File: src/rtl/chr_exec_pkg.sv
`timescale 1ns/1ps
package chr_exec_pkg;
  localparam int CMD_ADDR_W = 7;
  localparam int FILL_IDX_W = 6;

  typedef enum logic [1:0] {ST_WAIT, ST_FILL, ST_IDLE} ctrl_state_e;

  typedef struct packed {
    logic                  initFlags;
    logic                  clrStart;
    logic                  fillWr;
    logic [FILL_IDX_W-1:0] fillIdx;
    logic                  homeAc;
    logic                  setAddr;
    logic [CMD_ADDR_W-1:0] addr;
    logic                  dataWr;
    logic [7:0]            data;
    logic                  setEntry;
    logic [1:0]            entryVal;
    logic                  setCtl;
    logic [2:0]            ctlVal;
    logic                  curMove;
    logic                  dispMove;
    logic                  right;
  } dp_strobe_t;
endpackage

File: src/rtl/chr_exec_ctrl.sv
`timescale 1ns/1ps
module chr_exec_ctrl
  import chr_exec_pkg::*;
#(
  parameter int DISP_DEPTH = 48,
  parameter int INIT_WAIT  = 20,
  parameter int RST_MIN    = 8
) (
  input  logic       clk,
  input  logic       rstN,
  input  logic       extResetN,
  input  logic       inValid,
  input  logic       inIsData,
  input  logic [7:0] inByte,
  output dp_strobe_t strobe,
  output logic       busy,
  output logic       overflow
);
  localparam int WW = $clog2(INIT_WAIT + 1);
  localparam int LW = $clog2(RST_MIN + 1);
  localparam logic [WW-1:0] WAIT_LAST = WW'(INIT_WAIT - 1);
  localparam logic [LW-1:0] LOW_FULL  = LW'(RST_MIN);
  localparam logic [FILL_IDX_W-1:0] FILL_LAST = FILL_IDX_W'(DISP_DEPTH - 1);

  ctrl_state_e           state;
  logic [WW-1:0]         waitCnt;
  logic [FILL_IDX_W-1:0] fillIdx;
  logic [LW-1:0]         lowCnt;
  logic                  armed;
  logic                  extRelease;

  assign armed      = (lowCnt == LOW_FULL);
  assign extRelease = extResetN && armed;
  assign busy       = (state != ST_IDLE);

  always_comb begin
    strobe = '0;
    unique case (state)
      ST_WAIT: if (waitCnt == WAIT_LAST) strobe.clrStart = 1'b1;
      ST_FILL: begin
        strobe.fillWr  = 1'b1;
        strobe.fillIdx = fillIdx;
      end
      default: if (inValid) begin
        if (inIsData) begin
          strobe.dataWr = 1'b1;
          strobe.data   = inByte;
        end else if (inByte[7]) begin
          strobe.setAddr = 1'b1;
          strobe.addr    = inByte[6:0];
        end else if (inByte[6] || inByte[5]) begin
          strobe = '0;
        end else if (inByte[4]) begin
          strobe.dispMove = inByte[3];
          strobe.curMove  = !inByte[3];
          strobe.right    = inByte[2];
        end else if (inByte[3]) begin
          strobe.setCtl = 1'b1;
          strobe.ctlVal = inByte[2:0];
        end else if (inByte[2]) begin
          strobe.setEntry = 1'b1;
          strobe.entryVal = inByte[1:0];
        end else if (inByte[1]) begin
          strobe.homeAc = 1'b1;
        end else if (inByte[0]) begin
          strobe.clrStart = 1'b1;
        end
      end
    endcase
    if (extRelease) begin
      strobe           = '0;
      strobe.initFlags = 1'b1;
    end
  end

  always_ff @(posedge clk or negedge rstN) begin
    if (!rstN) begin
      state    <= ST_WAIT;
      waitCnt  <= '0;
      fillIdx  <= '0;
      overflow <= 1'b0;
      lowCnt   <= '0;
    end else begin
      if (!extResetN) lowCnt <= armed ? lowCnt : lowCnt + 1'b1;
      else            lowCnt <= '0;

      if (extRelease) begin
        state    <= ST_WAIT;
        waitCnt  <= '0;
        fillIdx  <= '0;
        overflow <= 1'b0;
      end else begin
        if (inValid && busy) overflow <= 1'b1;
        unique case (state)
          ST_WAIT: begin
            if (waitCnt == WAIT_LAST) begin
              state   <= ST_FILL;
              fillIdx <= '0;
            end else begin
              waitCnt <= waitCnt + 1'b1;
            end
          end
          ST_FILL: begin
            if (fillIdx == FILL_LAST) state <= ST_IDLE;
            else                      fillIdx <= fillIdx + 1'b1;
          end
          default: begin
            if (strobe.clrStart) begin
              state   <= ST_FILL;
              fillIdx <= '0;
            end
          end
        endcase
      end
    end
  end

  // a byte seen while busy leaves the overflow flag raised
  a_r12_drop_sets_overflow: assert property (@(posedge clk) disable iff (!rstN)
    (inValid && busy && !extRelease) |=> overflow);

  // overflow only falls through a restart
  a_r12_overflow_sticky: assert property (@(posedge clk) disable iff (!rstN)
    (overflow && !extRelease) |=> overflow);

  // the fill walks one location per cycle
  a_r11_fill_advances: assert property (@(posedge clk) disable iff (!rstN)
    (state == ST_FILL && fillIdx != FILL_LAST && !extRelease)
      |=> (state == ST_FILL && fillIdx == $past(fillIdx) + 1'b1));

  // a qualified release restarts and clears overflow
  a_r13_release_restarts: assert property (@(posedge clk) disable iff (!rstN)
    extRelease |=> (state == ST_WAIT && !overflow && busy));
endmodule

File: src/rtl/chr_exec_dp.sv
`timescale 1ns/1ps
module chr_exec_dp
  import chr_exec_pkg::*;
#(
  parameter int LINE_CHARS = 16,
  parameter int DISP_LINES = 3,
  parameter int GLYPH_ROWS = 8,
  parameter int GLYPH_W    = 5
) (
  input  logic                                   clk,
  input  logic                                   rstN,
  input  dp_strobe_t                             strobe,
  input  logic [$clog2(LINE_CHARS*DISP_LINES)-1:0] rdAddr,
  output logic [7:0]                             rdData,
  input  logic [$clog2(GLYPH_ROWS)-1:0]          glyphRowAddr,
  output logic [GLYPH_W-1:0]                     glyphRowData,
  output logic [CMD_ADDR_W-1:0]                  curAddr,
  output logic [$clog2(LINE_CHARS)-1:0]          shiftOfs,
  output logic                                   dispOn,
  output logic                                   cursorOn,
  output logic                                   blinkOn,
  output logic                                   incDir,
  output logic                                   autoShift
);
  localparam int DISP_DEPTH = LINE_CHARS * DISP_LINES;
  localparam int IDX_W      = $clog2(DISP_DEPTH);
  localparam int OFS_W      = $clog2(LINE_CHARS);
  localparam int ROW_W      = $clog2(GLYPH_ROWS);
  localparam logic [CMD_ADDR_W-1:0] GLYPH_BASE = 7'h40;
  localparam logic [CMD_ADDR_W-1:0] DISP_LAST  = CMD_ADDR_W'(DISP_DEPTH - 1);
  localparam logic [7:0] SPACE_CODE = 8'h20;

  logic [7:0]           dispMem  [DISP_DEPTH];
  logic [GLYPH_W-1:0]   glyphMem [GLYPH_ROWS];
  logic [CMD_ADDR_W-1:0] ac;
  logic [OFS_W-1:0]     ofs;
  logic                 inGlyph;

  assign inGlyph = ac[6];

  function automatic logic [CMD_ADDR_W-1:0] stepAc(input logic [CMD_ADDR_W-1:0] a,
                                                   input logic up);
    logic [ROW_W-1:0] r;
    if (a[6]) begin
      r = a[ROW_W-1:0];
      r = up ? r + 1'b1 : r - 1'b1;
      stepAc = GLYPH_BASE | CMD_ADDR_W'(r);
    end else if (up) begin
      stepAc = (a == DISP_LAST) ? '0 : a + 1'b1;
    end else begin
      stepAc = (a == '0) ? DISP_LAST : a - 1'b1;
    end
  endfunction

  function automatic logic [CMD_ADDR_W-1:0] normAddr(input logic [CMD_ADDR_W-1:0] a);
    if (a[6]) normAddr = GLYPH_BASE | CMD_ADDR_W'(a[ROW_W-1:0]);
    else      normAddr = CMD_ADDR_W'(a % CMD_ADDR_W'(DISP_DEPTH));
  endfunction

  always_ff @(posedge clk or negedge rstN) begin
    if (!rstN) begin
      ac        <= '0;
      ofs       <= '0;
      dispOn    <= 1'b0;
      cursorOn  <= 1'b0;
      blinkOn   <= 1'b0;
      incDir    <= 1'b1;
      autoShift <= 1'b0;
    end else begin
      if (strobe.initFlags) begin
        dispOn    <= 1'b0;
        cursorOn  <= 1'b0;
        blinkOn   <= 1'b0;
        incDir    <= 1'b1;
        autoShift <= 1'b0;
      end
      if (strobe.clrStart) begin
        ac     <= '0;
        ofs    <= '0;
        incDir <= 1'b1;
      end
      if (strobe.homeAc) begin
        ac  <= '0;
        ofs <= '0;
      end
      if (strobe.setAddr) ac <= normAddr(strobe.addr);
      if (strobe.setEntry) begin
        incDir    <= strobe.entryVal[1];
        autoShift <= strobe.entryVal[0];
      end
      if (strobe.setCtl) {dispOn, cursorOn, blinkOn} <= strobe.ctlVal;
      if (strobe.curMove) ac <= stepAc(ac, strobe.right);
      if (strobe.dispMove) ofs <= strobe.right ? ofs - 1'b1 : ofs + 1'b1;
      if (strobe.dataWr) begin
        ac <= stepAc(ac, incDir);
        if (!inGlyph && autoShift) ofs <= incDir ? ofs + 1'b1 : ofs - 1'b1;
      end
    end
  end

  always_ff @(posedge clk) begin
    if (strobe.fillWr)
      dispMem[strobe.fillIdx[IDX_W-1:0]] <= SPACE_CODE;
    else if (strobe.dataWr && !inGlyph)
      dispMem[ac[IDX_W-1:0]] <= strobe.data;
    if (strobe.dataWr && inGlyph)
      glyphMem[ac[ROW_W-1:0]] <= strobe.data[GLYPH_W-1:0];
  end

  assign rdData       = (32'(rdAddr) < DISP_DEPTH) ? dispMem[rdAddr] : 8'h00;
  assign glyphRowData = glyphMem[glyphRowAddr];
  assign curAddr      = ac;
  assign shiftOfs     = ofs;

  // the counter only ever holds a character or glyph address
  a_r5_addr_legal: assert property (@(posedge clk) disable iff (!rstN)
    (ac <= DISP_LAST) || (ac >= GLYPH_BASE && ac < GLYPH_BASE + CMD_ADDR_W'(GLYPH_ROWS)));

  // a display shift leaves the counter alone
  a_r9_dispmove_keeps_ac: assert property (@(posedge clk) disable iff (!rstN)
    strobe.dispMove |=> $stable(ac));

  // glyph writes never move the offset
  a_r7_glyph_no_shift: assert property (@(posedge clk) disable iff (!rstN)
    (strobe.dataWr && inGlyph) |=> $stable(ofs));

  // home zeroes counter and offset
  a_r10_home: assert property (@(posedge clk) disable iff (!rstN)
    strobe.homeAc |=> (ac == '0 && ofs == '0));

  // a character write lands at the old counter value
  a_r6_write_lands: assert property (@(posedge clk) disable iff (!rstN)
    (strobe.dataWr && !inGlyph)
      |=> dispMem[$past(ac[IDX_W-1:0])] == $past(strobe.data));
endmodule

File: src/rtl/chr_cmd_exec.sv
`timescale 1ns/1ps
module chr_cmd_exec
  import chr_exec_pkg::*;
#(
  parameter int LINE_CHARS = 16,
  parameter int DISP_LINES = 3,
  parameter int GLYPH_ROWS = 8,
  parameter int GLYPH_W    = 5,
  parameter int INIT_WAIT  = 20,
  parameter int RST_MIN    = 8
) (
  input  logic                                     clk,
  input  logic                                     rstN,
  input  logic                                     extResetN,
  input  logic                                     inValid,
  input  logic                                     inIsData,
  input  logic [7:0]                               inByte,
  input  logic [$clog2(LINE_CHARS*DISP_LINES)-1:0] rdAddr,
  output logic [7:0]                               rdData,
  input  logic [$clog2(GLYPH_ROWS)-1:0]            glyphRowAddr,
  output logic [GLYPH_W-1:0]                       glyphRowData,
  output logic                                     busy,
  output logic                                     overflow,
  output logic [6:0]                               curAddr,
  output logic [$clog2(LINE_CHARS)-1:0]            shiftOfs,
  output logic                                     dispOn,
  output logic                                     cursorOn,
  output logic                                     blinkOn,
  output logic                                     incDir,
  output logic                                     autoShift
);
  localparam int DISP_DEPTH = LINE_CHARS * DISP_LINES;

  dp_strobe_t strobe;

  chr_exec_ctrl #(
    .DISP_DEPTH(DISP_DEPTH),
    .INIT_WAIT (INIT_WAIT),
    .RST_MIN   (RST_MIN)
  ) u_ctrl (
    .clk      (clk),
    .rstN     (rstN),
    .extResetN(extResetN),
    .inValid  (inValid),
    .inIsData (inIsData),
    .inByte   (inByte),
    .strobe   (strobe),
    .busy     (busy),
    .overflow (overflow)
  );

  chr_exec_dp #(
    .LINE_CHARS(LINE_CHARS),
    .DISP_LINES(DISP_LINES),
    .GLYPH_ROWS(GLYPH_ROWS),
    .GLYPH_W   (GLYPH_W)
  ) u_dp (
    .clk         (clk),
    .rstN        (rstN),
    .strobe      (strobe),
    .rdAddr      (rdAddr),
    .rdData      (rdData),
    .glyphRowAddr(glyphRowAddr),
    .glyphRowData(glyphRowData),
    .curAddr     (curAddr),
    .shiftOfs    (shiftOfs),
    .dispOn      (dispOn),
    .cursorOn    (cursorOn),
    .blinkOn     (blinkOn),
    .incDir      (incDir),
    .autoShift   (autoShift)
  );
endmodule

File: config.mk
export PLATFORM = sky130hd
export DESIGN_NAME = chr_cmd_exec
export DESIGN_NICKNAME = d
export VERILOG_FILES = /design/src/rtl/chr_exec_pkg.sv /design/src/rtl/chr_exec_ctrl.sv /design/src/rtl/chr_exec_dp.sv /design/src/rtl/chr_cmd_exec.sv
export SDC_FILE = /design/constraint.sdc
export NUM_CORES = 1
export LEC_CHECK = 0
export ABC_AREA = 1
export BUFFER_PORTS_ARGS = -buffer_cell sky130_fd_sc_hd__buf_4
export CELL_PAD_IN_SITES_DETAIL_PLACEMENT = 1
export CELL_PAD_IN_SITES_GLOBAL_PLACEMENT = 1
export CORE_AREA = 5 5 172 216
export CTS_BUF_LIST = sky130_fd_sc_hd__clkbuf_8
export DETAILED_ROUTE_END_ITERATION = 10
export DIE_AREA = 0 0 177 221
export GPL_TIMING_DRIVEN = 1
export PLACE_DENSITY_LB_ADDON = 0.1
export SETUP_SLACK_MARGIN = 0.5
export SYNTH_ARGS = -nofsm -noshare
export SYNTH_HDL_FRONTEND = slang
export SYNTH_SLANG_ARGS = --single-unit
File: constraint.sdc
create_clock -name clk -period 7.1 [get_ports clk]
set_input_delay 0.355 -clock clk [delete_from_list [all_inputs] [get_ports clk]]
set_output_delay 0.355 -clock clk [all_outputs]
set_load 0.02 [all_outputs]
==> impl_metrics.json <==
{
  "status": "completed",
  "final_layout_size_suffix_gt1_share_pct": 11.2,
  "grt_max_degree": 94,
  "slew_violations": 0,
  "gp_congestion": 0.837,
  "ir_drop_uv": 195,
  "firstDrtPassIters": 5,
  "numCtsBuffers": 71,
  "synth_fp_nets": 1720,
  "routed_wl_mm": 55.3,
  "avgRoutedWirePerCell_um": 24.4,
  "finalNetCount": 1773,
  "path_cells": "inv_1 > ha_1 > nand4_4 > nand2_4 > nor2_8 > inv_4 > o22ai_4 > nor2_1 > nand2_1 > nor2_1",
  "post-cts-setup-buffers": 0,
  "min_period_over_period_pct": 49.9,
  "fin_setup_tns_ns": 0,
  "syn_area_per_cell_um2": 11.6,
  "setup_viol": 0,
  "die_area_mm2": 0.0391,
  "pre_cts_slack_ns": 3.58,
  "p_leak_nw": 7.81,
  "layout_setup_ws_ns": 3.56,
  "hold_viol": 0,
  "clkLatencyLatePin_ns": 0.63,
  "yosys_warnings": 0,
  "rsz0062_at_grt": "false",
  "dp_hpwl_mm": 34.1,
  "die_w_um": 177,
  "synth_area_mm2": 0.0196,
  "holdWs_ns": 0.0477,
  "clkSinkCount": 458,
  "critPathKind": "reg -> reg",
  "ys_ff_latch": 458,
  "num_vias": 14000,
  "slew_headroom_pct": 9.23,
  "grt_usage_pct": 28.5,
  "grt_pass1_wl_mm": 85.5,
  "worst_setup_path_start_kind": "flip-flop",
  "coreArea_mm2": 0.0349,
  "initial_utilization_pct": 56.2,
  "final_common_cell": "edfxtp_1",
  "synth_cells": 1689,
  "cts-resized-gates": 0,
  "die-height_um": 221,
  "first_iter_violations": 1217,
  "final_cell_mix": "edfxtp_1 (424), nor2_1 (376), o21ai_0 (239), nand2_1 (112), nand3_1 (105)",
  "drc": 0,
  "slowest_stage": "nor2_1",
  "diodes": 0,
  "critPathMaxFanout": 14,
  "synth.area.top_cells": "edfxtp_1 (65%), nor2_1 (7.3%), o21ai_0 (6.1%)",
  "clock-root-buffer": "clkbuf_8",
  "antenna_found_initial": 0,
  "synth_cell_type_count": 44,
  "cp-end-kind": "flip-flop",
  "cp.arrival_ns": 3.77,
  "clk_pin_slew_worst_paths_ns": 0.06,
  "cellPowerDensity_mw_per_mm2": 257,
  "syn2layout_area_growth_pct": 10.7,
  "drtAntennaViolNets": 0,
  "tightest_slew_ns": 1.36,
  "min_path_type": "in -> reg",
  "port_buffers": 52,
  "clockBufferDepth": 3,
  "utilization_pct": 62.3,
  "fmaxAchievable_ghz": 0.282,
  "ys_seq_area_share_pct": 69.3,
  "crit_top_cell": "nor2_1",
  "synth_top_area_share_pct": 64.9,
  "fin_crit_ns": 3.54,
  "synth_top_cell_by_area": "edfxtp_1",
  "vias_per_cell": 6.16,
  "place_area_mm2": 0.0204,
  "placementRows": 77,
  "ioPinCount": 53,
  "grt_overflow": 0,
  "cpPeakStageDelay_ns": 0.75,
  "drv_cap": 0,
  "required_ns": 7.33,
  "cts_tree": "built",
  "grt_pass1_vias": 14700,
  "htreeDepth": 3,
  "fin_area_mm2": 0.0217,
  "clock_skew_ns": 0.0344
}
==> routing by layer <==
layer | global-route usage [%] | vias to the layer above | part of all wire [%]
met5 | 0 | - | 0
met4 | 12.0 | 0 | 3.5
met3 | 5.05 | 112 | 6.8
met2 | 47.5 | 562 | 51
met1 | 36.8 | 7053 | 39
li1 | - | 6232 | -
==> metrics by stage <==
stage          total power, mW  instances
2_1_floorplan             3.35       1689
3_3_place_gp              3.50       2138
3_5_place_dp              3.53       2138
4_1_cts                   5.60       2265
5_1_grt                   5.79       2265
6_report                  5.57       2265
==> layout make-up <==
| class | count | area (um^2) |
|---|---|---|
| clock inverter | 48 | 280 |
| clock buffer | 74 | 1020 |
| fill | 3608 | 13200 |
| sequential | 458 | 13600 |
| multi-input combinational | 1068 | 5430 |
| timing repair buffer | 67 | 515 |
| tap | 474 | 593 |
| inverter | 76 | 290 |
==> repair_timing <==
| action | in CTS | in global routing |
|---|---|---|
| setup endpoints to repair | 0 | 0 |
| endpoints found under the hold margin | 37 | 0 |
| hold buffers | 5 | 0 |
==> logic make-up after synthesis <==
kind of cell	after synthesis	share of synthesized area, %
flip-flops	458	69.3
AO/OA/AOI/OAI	395	12.2
adder cells (fa/ha/maj)	9	0.574
XOR/XNOR	11	0.491
buffers and inverters	163	3.34
AND/OR/NAND/NOR	653	14.2
==> state kept, by name (all words and copies together) (netlist names), 2 cells and up <==
name	cells
u_ctrl.lowCnt	4
u_ctrl.state	2
u_ctrl.fillIdx	6
u_dp.shiftOfs	4
u_dp.curAddr	7
u_dp.dispMem	384
u_dp.glyphMem	40
u_ctrl.waitCnt	5
==> where the power goes <==
part	leakage, nW	internal (mW)	total [mW]	switching [mW]
Combinational	2.43	0.132	0.486	0.353
Clock	0.733	1.07	2.09	1.02
Sequential	4.65	2.96	2.99	0.0315
Total	7.81	4.17	5.57	1.41
==> Yosys cell counts (all sizes together) <==
cell type    n
edfxtp     424
nor2       390
o21ai      241
nand2      123
nand3      112
o211ai      71
inv         68
clkbuf      60
dfrtp       33
o221ai      29
buf         27
o22ai       20
a21oi       18
nor3        14
a31oi       10
ha           9
nand4        9
clkinv       8
xor2         7
xnor2        4
a211oi       3
or2          3
a22oi        2
nand3b       2
a21boi       1
dfstp        1
==> worst max-delay path: cells and delay by family (launching register included) <==
kind | cells | cell delay, ns
compound gates | 1 | 0.17
simple gates | 6 | 1.97
fa+ha+maj | 1 | 0.23
buf+inv | 2 | 0.37
flops | 1 | 0.40
==> final timing paths <==
kind / slack, ns / from / to / cells after the start
setup / recovery: 3.56 / u_ctrl.lowCnt[1]$_DFFE_PN0P_ / u_dp.dispMem[17][3]$_DFFE_PP_ / 10
hold / removal: 0.05 / inByte[2] / u_dp.curAddr[2]$_DFFE_PN0P_ / 3
setup reg to reg: 3.56 / u_ctrl.lowCnt[1]$_DFFE_PN0P_ / u_dp.dispMem[17][3]$_DFFE_PP_ / 10
hold reg to reg: 0.51 / u_dp.dispOn$_DFFE_PN0P_ / u_dp.dispOn$_DFFE_PN0P_ / 2
max in group asynchronous: 6.50 / rstN / u_dp.curAddr[4]$_DFFE_PN0P_ / 2
min in group asynchronous: 0.23 / rstN / u_dp.shiftOfs[0]$_DFF_PN0_ / 2
No activity file was read; power rests on OpenSTA's default activity.
